### config.mk
export PLATFORM = sky130hd
export DESIGN_NAME = tmr_unit
export DESIGN_NICKNAME = d
export VERILOG_FILES = /design/src/rtl/tmr_pkg.sv /design/src/rtl/tmr_prescaler.sv /design/src/rtl/tmr_channel.sv /design/src/rtl/tmr_regbus.sv /design/src/rtl/tmr_unit.sv
export SDC_FILE = /design/constraint.sdc
export NUM_CORES = 1
export LEC_CHECK = 0
export CAP_MARGIN = 0
export CORE_UTILIZATION = 35
export DETAILED_ROUTE_END_ITERATION = 10
export PLACE_DENSITY = 0.52
export SYNTH_ARGS = -nofsm -noshare
export SYNTH_HDL_FRONTEND = slang
export SYNTH_SLANG_ARGS = --single-unit
### constraint.sdc
create_clock -name clk -period 6.7 [get_ports clk]
set_clock_uncertainty 0.15 [all_clocks]
set_input_delay 1.34 -clock clk [delete_from_list [all_inputs] [get_ports clk]]
set_output_delay 1.34 -clock clk [all_outputs]
set_load 0.1 [all_outputs]
### src/rtl/tmr_pkg.sv
package tmr_pkg;
  localparam int DATA_W = 32;

  // control word bit positions (decoded by software)
  localparam int CB_EN = 0;
  localparam int CB_RS = 1;
  localparam int CB_LD = 2;
  localparam int CB_IE = 3;
  localparam int CB_IP = 4;

  typedef enum logic [1:0] {
    SLOT_CNT  = 2'd0,
    SLOT_RLD  = 2'd1,
    SLOT_CTL  = 2'd2,
    SLOT_NONE = 2'd3
  } slot_e;

  typedef struct packed {
    logic ip;
    logic ie;
    logic rs;
    logic en;
  } ctl_t;

  function automatic logic [DATA_W-1:0] ctl_word(input ctl_t c);
    logic [DATA_W-1:0] w;
    w = '0;
    w[CB_EN] = c.en;
    w[CB_RS] = c.rs;
    w[CB_IE] = c.ie;
    w[CB_IP] = c.ip;
    return w;
  endfunction
endpackage

### src/rtl/tmr_prescaler.sv
module tmr_prescaler #(
  parameter int PRE_W = 16
) (
  input  logic             clk,
  input  logic             rst_n,
  input  logic             wr_val,
  input  logic             wr_rld,
  input  logic [PRE_W-1:0] wdata,
  output logic [PRE_W-1:0] val,
  output logic [PRE_W-1:0] rld,
  output logic             tick
);
  logic [PRE_W-1:0] val_q, val_d, rld_q, rld_d;

  always_comb begin
    val_d = val_q;
    rld_d = rld_q;
    tick  = 1'b0;
    if (wr_rld) rld_d = wdata;
    if (wr_val) begin
      val_d = wdata;
    end else if (val_q == '0) begin
      tick  = 1'b1;
      val_d = rld_q;
    end else begin
      val_d = val_q - 1'b1;
    end
  end

  always_ff @(posedge clk or negedge rst_n) begin
    if (!rst_n) begin
      val_q <= '0;
      rld_q <= '0;
    end else begin
      val_q <= val_d;
      rld_q <= rld_d;
    end
  end

  assign val = val_q;
  assign rld = rld_q;

  // after a tick the value restarts from the reload
  a_r4_tick_reloads: assert property (@(posedge clk) disable iff (!rst_n)
    (tick && !wr_val && !wr_rld) |=> (val_q == $past(rld_q)));
endmodule

### src/rtl/tmr_channel.sv
module tmr_channel
  import tmr_pkg::*;
#(
  parameter int CNT_W = 32
) (
  input  logic              clk,
  input  logic              rst_n,
  input  logic              tick,
  input  logic              wr_cnt,
  input  logic              wr_rld,
  input  logic              wr_ctl,
  input  logic [DATA_W-1:0] wdata,
  output logic [CNT_W-1:0]  cnt,
  output logic [CNT_W-1:0]  rld,
  output logic [DATA_W-1:0] ctl,
  output logic              irq
);
  logic [CNT_W-1:0] cnt_q, cnt_d, rld_q, rld_d;
  ctl_t             ctl_q, ctl_d;
  logic             irq_q, irq_d;
  logic             expire;
  logic             any_wr;
  logic             unused_wbits;

  assign any_wr       = wr_cnt | wr_rld | wr_ctl;
  assign unused_wbits = ^wdata;

  // a bus write to this page wins over the tick in that cycle
  always_comb begin
    cnt_d  = cnt_q;
    rld_d  = rld_q;
    ctl_d  = ctl_q;
    irq_d  = 1'b0;
    expire = 1'b0;
    if (wr_ctl) begin
      ctl_d.en = wdata[CB_EN];
      ctl_d.rs = wdata[CB_RS];
      ctl_d.ie = wdata[CB_IE];
      ctl_d.ip = wdata[CB_IP] ? 1'b0 : ctl_q.ip;
      if (wdata[CB_LD]) cnt_d = rld_q;
    end else if (wr_cnt) begin
      cnt_d = wdata[CNT_W-1:0];
    end else if (wr_rld) begin
      rld_d = wdata[CNT_W-1:0];
    end else if (tick && ctl_q.en) begin
      if (cnt_q == '0) begin
        expire = 1'b1;
        if (ctl_q.ie) begin
          ctl_d.ip = 1'b1;
          irq_d    = 1'b1;
        end
        if (ctl_q.rs) cnt_d = rld_q;
        else          ctl_d.en = 1'b0;
      end else begin
        cnt_d = cnt_q - 1'b1;
      end
    end
  end

  always_ff @(posedge clk or negedge rst_n) begin
    if (!rst_n) begin
      cnt_q <= '0;
      rld_q <= '0;
      ctl_q <= '0;
      irq_q <= 1'b0;
    end else begin
      cnt_q <= cnt_d;
      rld_q <= rld_d;
      ctl_q <= ctl_d;
      irq_q <= irq_d;
    end
  end

  assign cnt = cnt_q;
  assign rld = rld_q;
  assign ctl = ctl_word(ctl_q);
  assign irq = irq_q;

  // a pulse always comes with the pending flag
  a_r5_irq_sets_pending: assert property (@(posedge clk) disable iff (!rst_n)
    irq_q |-> ctl_q.ip);
  // no pulse unless interrupt enable was set before it
  a_r6_irq_needs_ie: assert property (@(posedge clk) disable iff (!rst_n)
    irq_q |-> $past(ctl_q.ie));
  // a one-shot expiry drops enable
  a_r8_oneshot_stops: assert property (@(posedge clk) disable iff (!rst_n)
    (expire && !ctl_q.rs) |=> !ctl_q.en);
  // a disabled channel holds its counter
  a_r11_hold_when_off: assert property (@(posedge clk) disable iff (!rst_n)
    (!ctl_q.en && !any_wr) |=> $stable(cnt_q));
  // the load bit copies the reload value
  a_r10_load_copies: assert property (@(posedge clk) disable iff (!rst_n)
    (wr_ctl && wdata[CB_LD]) |=> (cnt_q == $past(rld_q)));
  // writing zero into the pending bit keeps it
  a_r9_zero_keeps: assert property (@(posedge clk) disable iff (!rst_n)
    (wr_ctl && !wdata[CB_IP] && ctl_q.ip) |=> ctl_q.ip);
endmodule

### src/rtl/tmr_regbus.sv
module tmr_regbus
  import tmr_pkg::*;
#(
  parameter int              NUM_CH   = 2,
  parameter int              CNT_W    = 32,
  parameter int              PRE_W    = 16,
  parameter logic [DATA_W-1:0] CFG_WORD = '0
) (
  input  logic                           clk,
  input  logic                           rst_n,
  input  logic [7:0]                     addr,
  input  logic                           we,
  input  logic [PRE_W-1:0]               pre_val,
  input  logic [PRE_W-1:0]               pre_rld,
  input  logic [NUM_CH-1:0][CNT_W-1:0]   ch_cnt,
  input  logic [NUM_CH-1:0][CNT_W-1:0]   ch_rld,
  input  logic [NUM_CH-1:0][DATA_W-1:0]  ch_ctl,
  output logic                           pre_wr_val,
  output logic                           pre_wr_rld,
  output logic [NUM_CH-1:0]              ch_wr_cnt,
  output logic [NUM_CH-1:0]              ch_wr_rld,
  output logic [NUM_CH-1:0]              ch_wr_ctl,
  output logic [DATA_W-1:0]              rdata
);
  logic [3:0] page;
  slot_e      slot;
  logic       unused_lsb;

  assign page       = addr[7:4];
  assign slot       = slot_e'(addr[3:2]);
  assign unused_lsb = ^addr[1:0];

  // unit page: the capability slot ignores writes
  assign pre_wr_val = we && (page == 4'd0) && (slot == SLOT_CNT);
  assign pre_wr_rld = we && (page == 4'd0) && (slot == SLOT_RLD);

  for (genvar i = 0; i < NUM_CH; i++) begin : g_dec
    logic hit;
    assign hit          = we && (page == 4'(i + 1));
    assign ch_wr_cnt[i] = hit && (slot == SLOT_CNT);
    assign ch_wr_rld[i] = hit && (slot == SLOT_RLD);
    assign ch_wr_ctl[i] = hit && (slot == SLOT_CTL);
  end

  always_comb begin
    rdata = '0;
    if (page == 4'd0) begin
      case (slot)
        SLOT_CNT: rdata = DATA_W'(pre_val);
        SLOT_RLD: rdata = DATA_W'(pre_rld);
        SLOT_CTL: rdata = CFG_WORD;
        default:  rdata = '0;
      endcase
    end else begin
      for (int i = 0; i < NUM_CH; i++) begin
        if (page == 4'(i + 1)) begin
          case (slot)
            SLOT_CNT: rdata = DATA_W'(ch_cnt[i]);
            SLOT_RLD: rdata = DATA_W'(ch_rld[i]);
            SLOT_CTL: rdata = ch_ctl[i];
            default:  rdata = '0;
          endcase
        end
      end
    end
  end

  // a single write reaches at most one register
  a_r2_one_target: assert property (@(posedge clk) disable iff (!rst_n)
    $onehot0({pre_wr_val, pre_wr_rld, ch_wr_cnt, ch_wr_rld, ch_wr_ctl}));
endmodule

### src/rtl/tmr_unit.sv
module tmr_unit
  import tmr_pkg::*;
#(
  parameter int NUM_CH   = 2,
  parameter int IRQ_BASE = 8,
  parameter int CNT_W    = 32,
  parameter int PRE_W    = 16
) (
  input  logic              clk,
  input  logic              rst_n,
  input  logic [7:0]        bus_addr,
  input  logic              bus_we,
  input  logic [31:0]       bus_wdata,
  output logic [31:0]       bus_rdata,
  output logic [NUM_CH-1:0] irq
);
  localparam logic [DATA_W-1:0] CFG_WORD =
    {22'd0, 1'b1, 1'b1, 5'(IRQ_BASE), 3'(NUM_CH)};

  logic [1:0] rst_sync_q;
  logic       rst_ni;

  always_ff @(posedge clk or negedge rst_n) begin
    if (!rst_n) rst_sync_q <= '0;
    else        rst_sync_q <= {rst_sync_q[0], 1'b1};
  end
  assign rst_ni = rst_sync_q[1];

  logic [PRE_W-1:0]              pre_val, pre_rld;
  logic                          tick, pre_wr_val, pre_wr_rld;
  logic [NUM_CH-1:0][CNT_W-1:0]  ch_cnt, ch_rld;
  logic [NUM_CH-1:0][DATA_W-1:0] ch_ctl;
  logic [NUM_CH-1:0]             ch_wr_cnt, ch_wr_rld, ch_wr_ctl;

  tmr_regbus #(
    .NUM_CH(NUM_CH), .CNT_W(CNT_W), .PRE_W(PRE_W), .CFG_WORD(CFG_WORD)
  ) u_bus (
    .clk(clk), .rst_n(rst_ni), .addr(bus_addr), .we(bus_we),
    .pre_val(pre_val), .pre_rld(pre_rld),
    .ch_cnt(ch_cnt), .ch_rld(ch_rld), .ch_ctl(ch_ctl),
    .pre_wr_val(pre_wr_val), .pre_wr_rld(pre_wr_rld),
    .ch_wr_cnt(ch_wr_cnt), .ch_wr_rld(ch_wr_rld), .ch_wr_ctl(ch_wr_ctl),
    .rdata(bus_rdata)
  );

  tmr_prescaler #(.PRE_W(PRE_W)) u_pre (
    .clk(clk), .rst_n(rst_ni), .wr_val(pre_wr_val), .wr_rld(pre_wr_rld),
    .wdata(bus_wdata[PRE_W-1:0]), .val(pre_val), .rld(pre_rld), .tick(tick)
  );

  for (genvar i = 0; i < NUM_CH; i++) begin : g_ch
    tmr_channel #(.CNT_W(CNT_W)) u_ch (
      .clk(clk), .rst_n(rst_ni), .tick(tick),
      .wr_cnt(ch_wr_cnt[i]), .wr_rld(ch_wr_rld[i]), .wr_ctl(ch_wr_ctl[i]),
      .wdata(bus_wdata),
      .cnt(ch_cnt[i]), .rld(ch_rld[i]), .ctl(ch_ctl[i]), .irq(irq[i])
    );
  end

  // interrupts stay low while the block is held in reset
  a_r1_quiet_in_reset: assert property (@(posedge clk)
    !rst_ni |-> (irq == '0));
endmodule

# Word level (Yosys, flattened, before mapping)
# Cells that the tools add are included.
# totals
input_bits	43
ff_bits	172
elab_cells	137
# op_classes
n_bitwise	4
reduce_logical	34
n_mux	61
eq_ne	18
add_sub_neg	3
# op_table
cell	n
$mux W32	17
$pmux W32 S3	2
$logic_not A32 Y1	2
$sub A32 B1 Y32 const B	2
$pmux W16 S3	1
$mux W1	39
$mux W16	2
$logic_not A16 Y1	1
$ne A2 B2 Y1 const B	8
$sub A16 B1 Y16 const B	1
$logic_and A1 B1 Y1	13
$reduce_and A6 Y1	2
$reduce_bool A2 Y1	6
$reduce_and A5 Y1	2
$ne A4 B1 Y1 const B	2
$reduce_and A4 Y1	2
$ne A3 B2 Y1 const B	2
$reduce_and A3 Y1	2
$reduce_bool A3 Y1	2
$eq A4 B1 Y1 const B	1
$eq A4 B2 Y1 const B	1
$logic_not A4 Y1	1
$ne A2 B1 Y1 const B	2
$not A1 Y1	4
other kinds (3)	3

# Logic depth before layout (Yosys ltp)
# depth
depth_word	9
mapped_depth	11
ltp_nobuf	8

# By module
# From an unflattened synthesis, not the netlist that was laid out.
# hier_totals
cells_unflattened	1367
area_unflattened_um2	12348.1
# by_module_without_submodules
module	area_per_inst_um2	cells_each	seq_area_each_um2	instances
tmr_channel	4230.3	434	1726.7	2
tmr_regbus	2079.5	327	0.0	1
tmr_prescaler	1754.2	169	800.8	1
tmr_unit	53.8	3	50.0	1

# Worst setup path before layout
# Ideal clock, no wire load.
# synth_timing
path_type	input -> output
start	in bus_addr[2]
end	out bus_rdata[0]
arrival_ns	4.396
n_path_buf	4
path_stages	6
slack_ns	0.814
required_ns	5.210
cell_sequence	clkbuf_1 clkbuf_1 clkbuf_1 buf_1 mux2i_1 o22ai_1
# synth_via
elab_chain_len	5
# synth_rtl
item	line	rtl
start, declared	tmr_unit.sv:11	input logic [7:0] bus_addr,
$eq A2 B2 Y1, or another cell as far along	tmr_regbus.sv:48, tmr_regbus.sv:57	
$pmux W32 S3	tmr_regbus.sv:57	case (slot)
$mux W32 (2 in series)	tmr_regbus.sv:56	if (page == 4'(i + 1)) begin
$mux W32 (*)	tmr_regbus.sv:47	if (page == 4'd0) begin
end, declared	tmr_unit.sv:14	output logic [31:0] bus_rdata,
# Every way passes the cells marked *; elsewhere a longest branch is shown, timed or not.

# Worst setup path in the final report
# layout_timing
start	in bus_addr[6]
end	out bus_rdata[16]
# layout_via
elab_chain_len	4
# layout_rtl
item	line
$eq A4 B1 Y1	tmr_regbus.sv:56
$mux W32 (2 in series)	tmr_regbus.sv:56
$mux W32 (*)	tmr_regbus.sv:47
# Marked as above.

==> metrics.txt <==
status=finished with violations; failing checks=DRC; DRC=15; cells after synthesis=1212; Routed WL=39800 um; Synth area leader=dfrtp_1; crit path time final=5.37 ns; CTS tree=done; Slew Limit Fails=0; endpoints failing setup=0; CTS sink cnt=172; Worst EP required=5.21 ns; final std cells w/o fill=1645; Slew HR=0.179; Syn Area/Cell=9.07 sq um; Syn-to-layout area delta=14.9%; number of synthesized register bits=172; sw power=1.04 mW; count of input and output buffers=74; internal power consumption=2.15 mW; core region area=0.0307 sq mm; Synth warnings=0; DRT Pass-1 Iters=10; Peak VDD IR=0.182 mV; Crit Path Category=primary input to primary output; Hold WC Path Type=flop to asynchronous set/reset pin; first-pass GRT wire length=60100 um; synth unique cells=63; crit path max fanout=16; post-synthesis sequential area ratio=0.392; number of antenna diodes=0; netlist area before placement=0.0110 sq mm; synth top area cells=dfrtp_1 (39%), mux2_2 (9.4%), mux2i_1 (7.0%); Net Sw Frac=0.327; vias in the first global route=9430; Max Clock Freq=186 MHz; Starting Density=0.357; Post-CTS Hold Buffers=0; Setup TNS=0 ns; post-route ant nets=0; CP max stage delay=0.49 ns; pwr/cell area=253 mW/mm^2; number of hold violations in the final report=0; clk_lat worst skew=0.45 ns; most frequent cell after synthesis=dfrtp_1; Final HPWL DP=27200 um; clock slew at reported path FFs=0.07 ns; Seq pwr share=0.431; EDFF count, synth=0; routability cong.=0.951; RSZ-0062 raised after global routing=false; postcts setup bufs=0; Tightest Pin Transition=1.23 ns; total grt overflow=0; CTS root buf=clkbuf_16; ys flop type=dfrtp_1; commonest cells in the netlist=dfrtp_1 (172), o21ai_0 (113), nand2_1 (107), nor2_1 (102), mux2_2 (92); IO Pins=77; full die area=0.0321 sq mm; clock share of power=0.344; H-tree lvl count=4; dpl cells=1614; Crit. End Element=primary output; Longest Clk Path Bufs=2; DR iter-0 viols=933; Die Y=179 um; initial antenna violation count=1; syn nets=1261; largest net degree at the start of global routing=70; Yosys top cell area share=0.392; most used cell, CP=buf_4; layout cells sized above 1=0.162; Tcrit/Tclk final=0.801; Lkg Pwr=5.27 nW; ys async rst share=1.00; CTS Buf Count=17; num rows=64; vias per inst=6.08; PostCTS Resize Cnt=0; Die W=179 um; Max Cap Viol=0; Nets=1286; CP max-delay cell=clkdlybuf4s50_1; Worst setup SP type=primary input; Arrival @ worst endpoint=3.88 ns; logic gate share of total power=0.225; Fillers=3071; WL/cell=24.2 um; vias=10004; Total GRT Usage=0.255; CP Cell Sequence=clkdlybuf4s50_1, or2_2, nor2_1, buf_4, nand3_1, o22ai_1, buf_4
[stage by stage]
| stage | util | setup WS, ns | hold WS (ns) | cell area [sq um] | power (mW) |
|---|---|---|---|---|---|
| detailed placement | 0.390 | 1.39 | 0.192 | 12000 | 2.10 |
| global placement | 0.390 | 1.40 | 0.187 | 12000 | 2.09 |
| finish | 0.410 | 1.33 | 0.195 | 12600 | 3.19 |
| CTS | 0.410 | 1.37 | 0.208 | 12600 | 3.21 |
| global route | 0.410 | 1.11 | 0.210 | 12600 | 3.35 |
| floorplan | - | 0.814 | 0.181 | 11000 | 1.86 |
[state kept, by name, summed over array words and instances (netlist names)]
name           count
g_ch.u_ch.rld     64
g_ch.u_ch.cnt     64
u_pre.val         16
g_ch.u_ch.irq      2
u_pre.rld         16
g_ch.u_ch.ctl      8
rst_sync_q         2
[power groups by stage]
stage	registers [mW]	logic, mW	clock network (mW)
2_1_floorplan	1.34	0.519	0
3_3_place_gp	1.38	0.704	0
3_5_place_dp	1.39	0.713	0
4_1_cts	1.37	0.718	1.12
5_1_grt	1.40	0.793	1.16
6_report	1.38	0.719	1.10
[cell type report]
cell class,count,area [sq um],share of cell area
multi-input combinational,926,6250,0.495
sequential,172,4310,0.341
timing repair buffer,101,868,0.0688
tap,396,495,0.0393
clock buffer,22,464,0.0368
clock inverter,9,161,0.0128
inverter,19,71.3,0.00565
[cells by family after synthesis]
family,count (synthesis),share of synthesized area
fa+ha+maj,6,0.00683
other cells,1,0.000341
mux,169,0.164
xor+xnor,31,0.0247
flops,172,0.392
simple gates,381,0.169
compound gates,338,0.201
buf+inv,114,0.0419
[final timing paths]
| kind | end | from | slack (ns) | depth (start not counted) |
|---|---|---|---|---|
| worst max-delay path | bus_rdata[16] | bus_addr[6] | 1.33 | 7 |
| worst min-delay path | g_ch[0].u_ch.rld[21]$_DFFE_PN0P_ | rst_sync_q[1]$_DFF_PN0_ | 0.20 | 0 |
| worst max register to register | g_ch[0].u_ch.cnt[6]$_DFFE_PN0P_ | u_pre.val[9]$_DFF_PN0_ | 2.50 | 8 |
| worst min register to register | g_ch[0].u_ch.rld[21]$_DFFE_PN0P_ | rst_sync_q[1]$_DFF_PN0_ | 0.20 | 0 |
| max in group asynchronous | u_pre.val[4]$_DFF_PN0_ | rst_sync_q[1]$_DFF_PN0_ | 4.73 | 1 |
| min in group clk | rst_sync_q[1]$_DFF_PN0_ | rst_sync_q[0]$_DFF_PN0_ | 0.20 | 0 |
[metal layers]
metal	part of all wire	track usage
met4	0.025	0.0844
met3	0.053	0.0339
met2	0.46	0.398
met5	0.00028	0
met1	0.46	0.361
[critical path, delay by kind of cell]
kind                   cells  cell delay, ns
AND/OR/NAND/NOR            3            0.98
AO/OA/AOI/OAI              1            0.48
buffers and inverters      3            1.05
[placed cells by master, fill, tap and decap left out, types with 22 or more instances in the layout]
master           netlist  final
mux2_2                92     92
a221oi_1              22     22
dfrtp_1              172    171
o22ai_1               26     26
nor4_1                32     32
clkdlybuf4s50_1        0     40
o21ai_0              113    112
buf_4                  3     59
nor3_1                33     29
nor2_1               102    102
a21oi_1               58     58
nand2_1              107    107
mux2i_1               77     77
No activity file was read; power rests on OpenSTA's default activity.
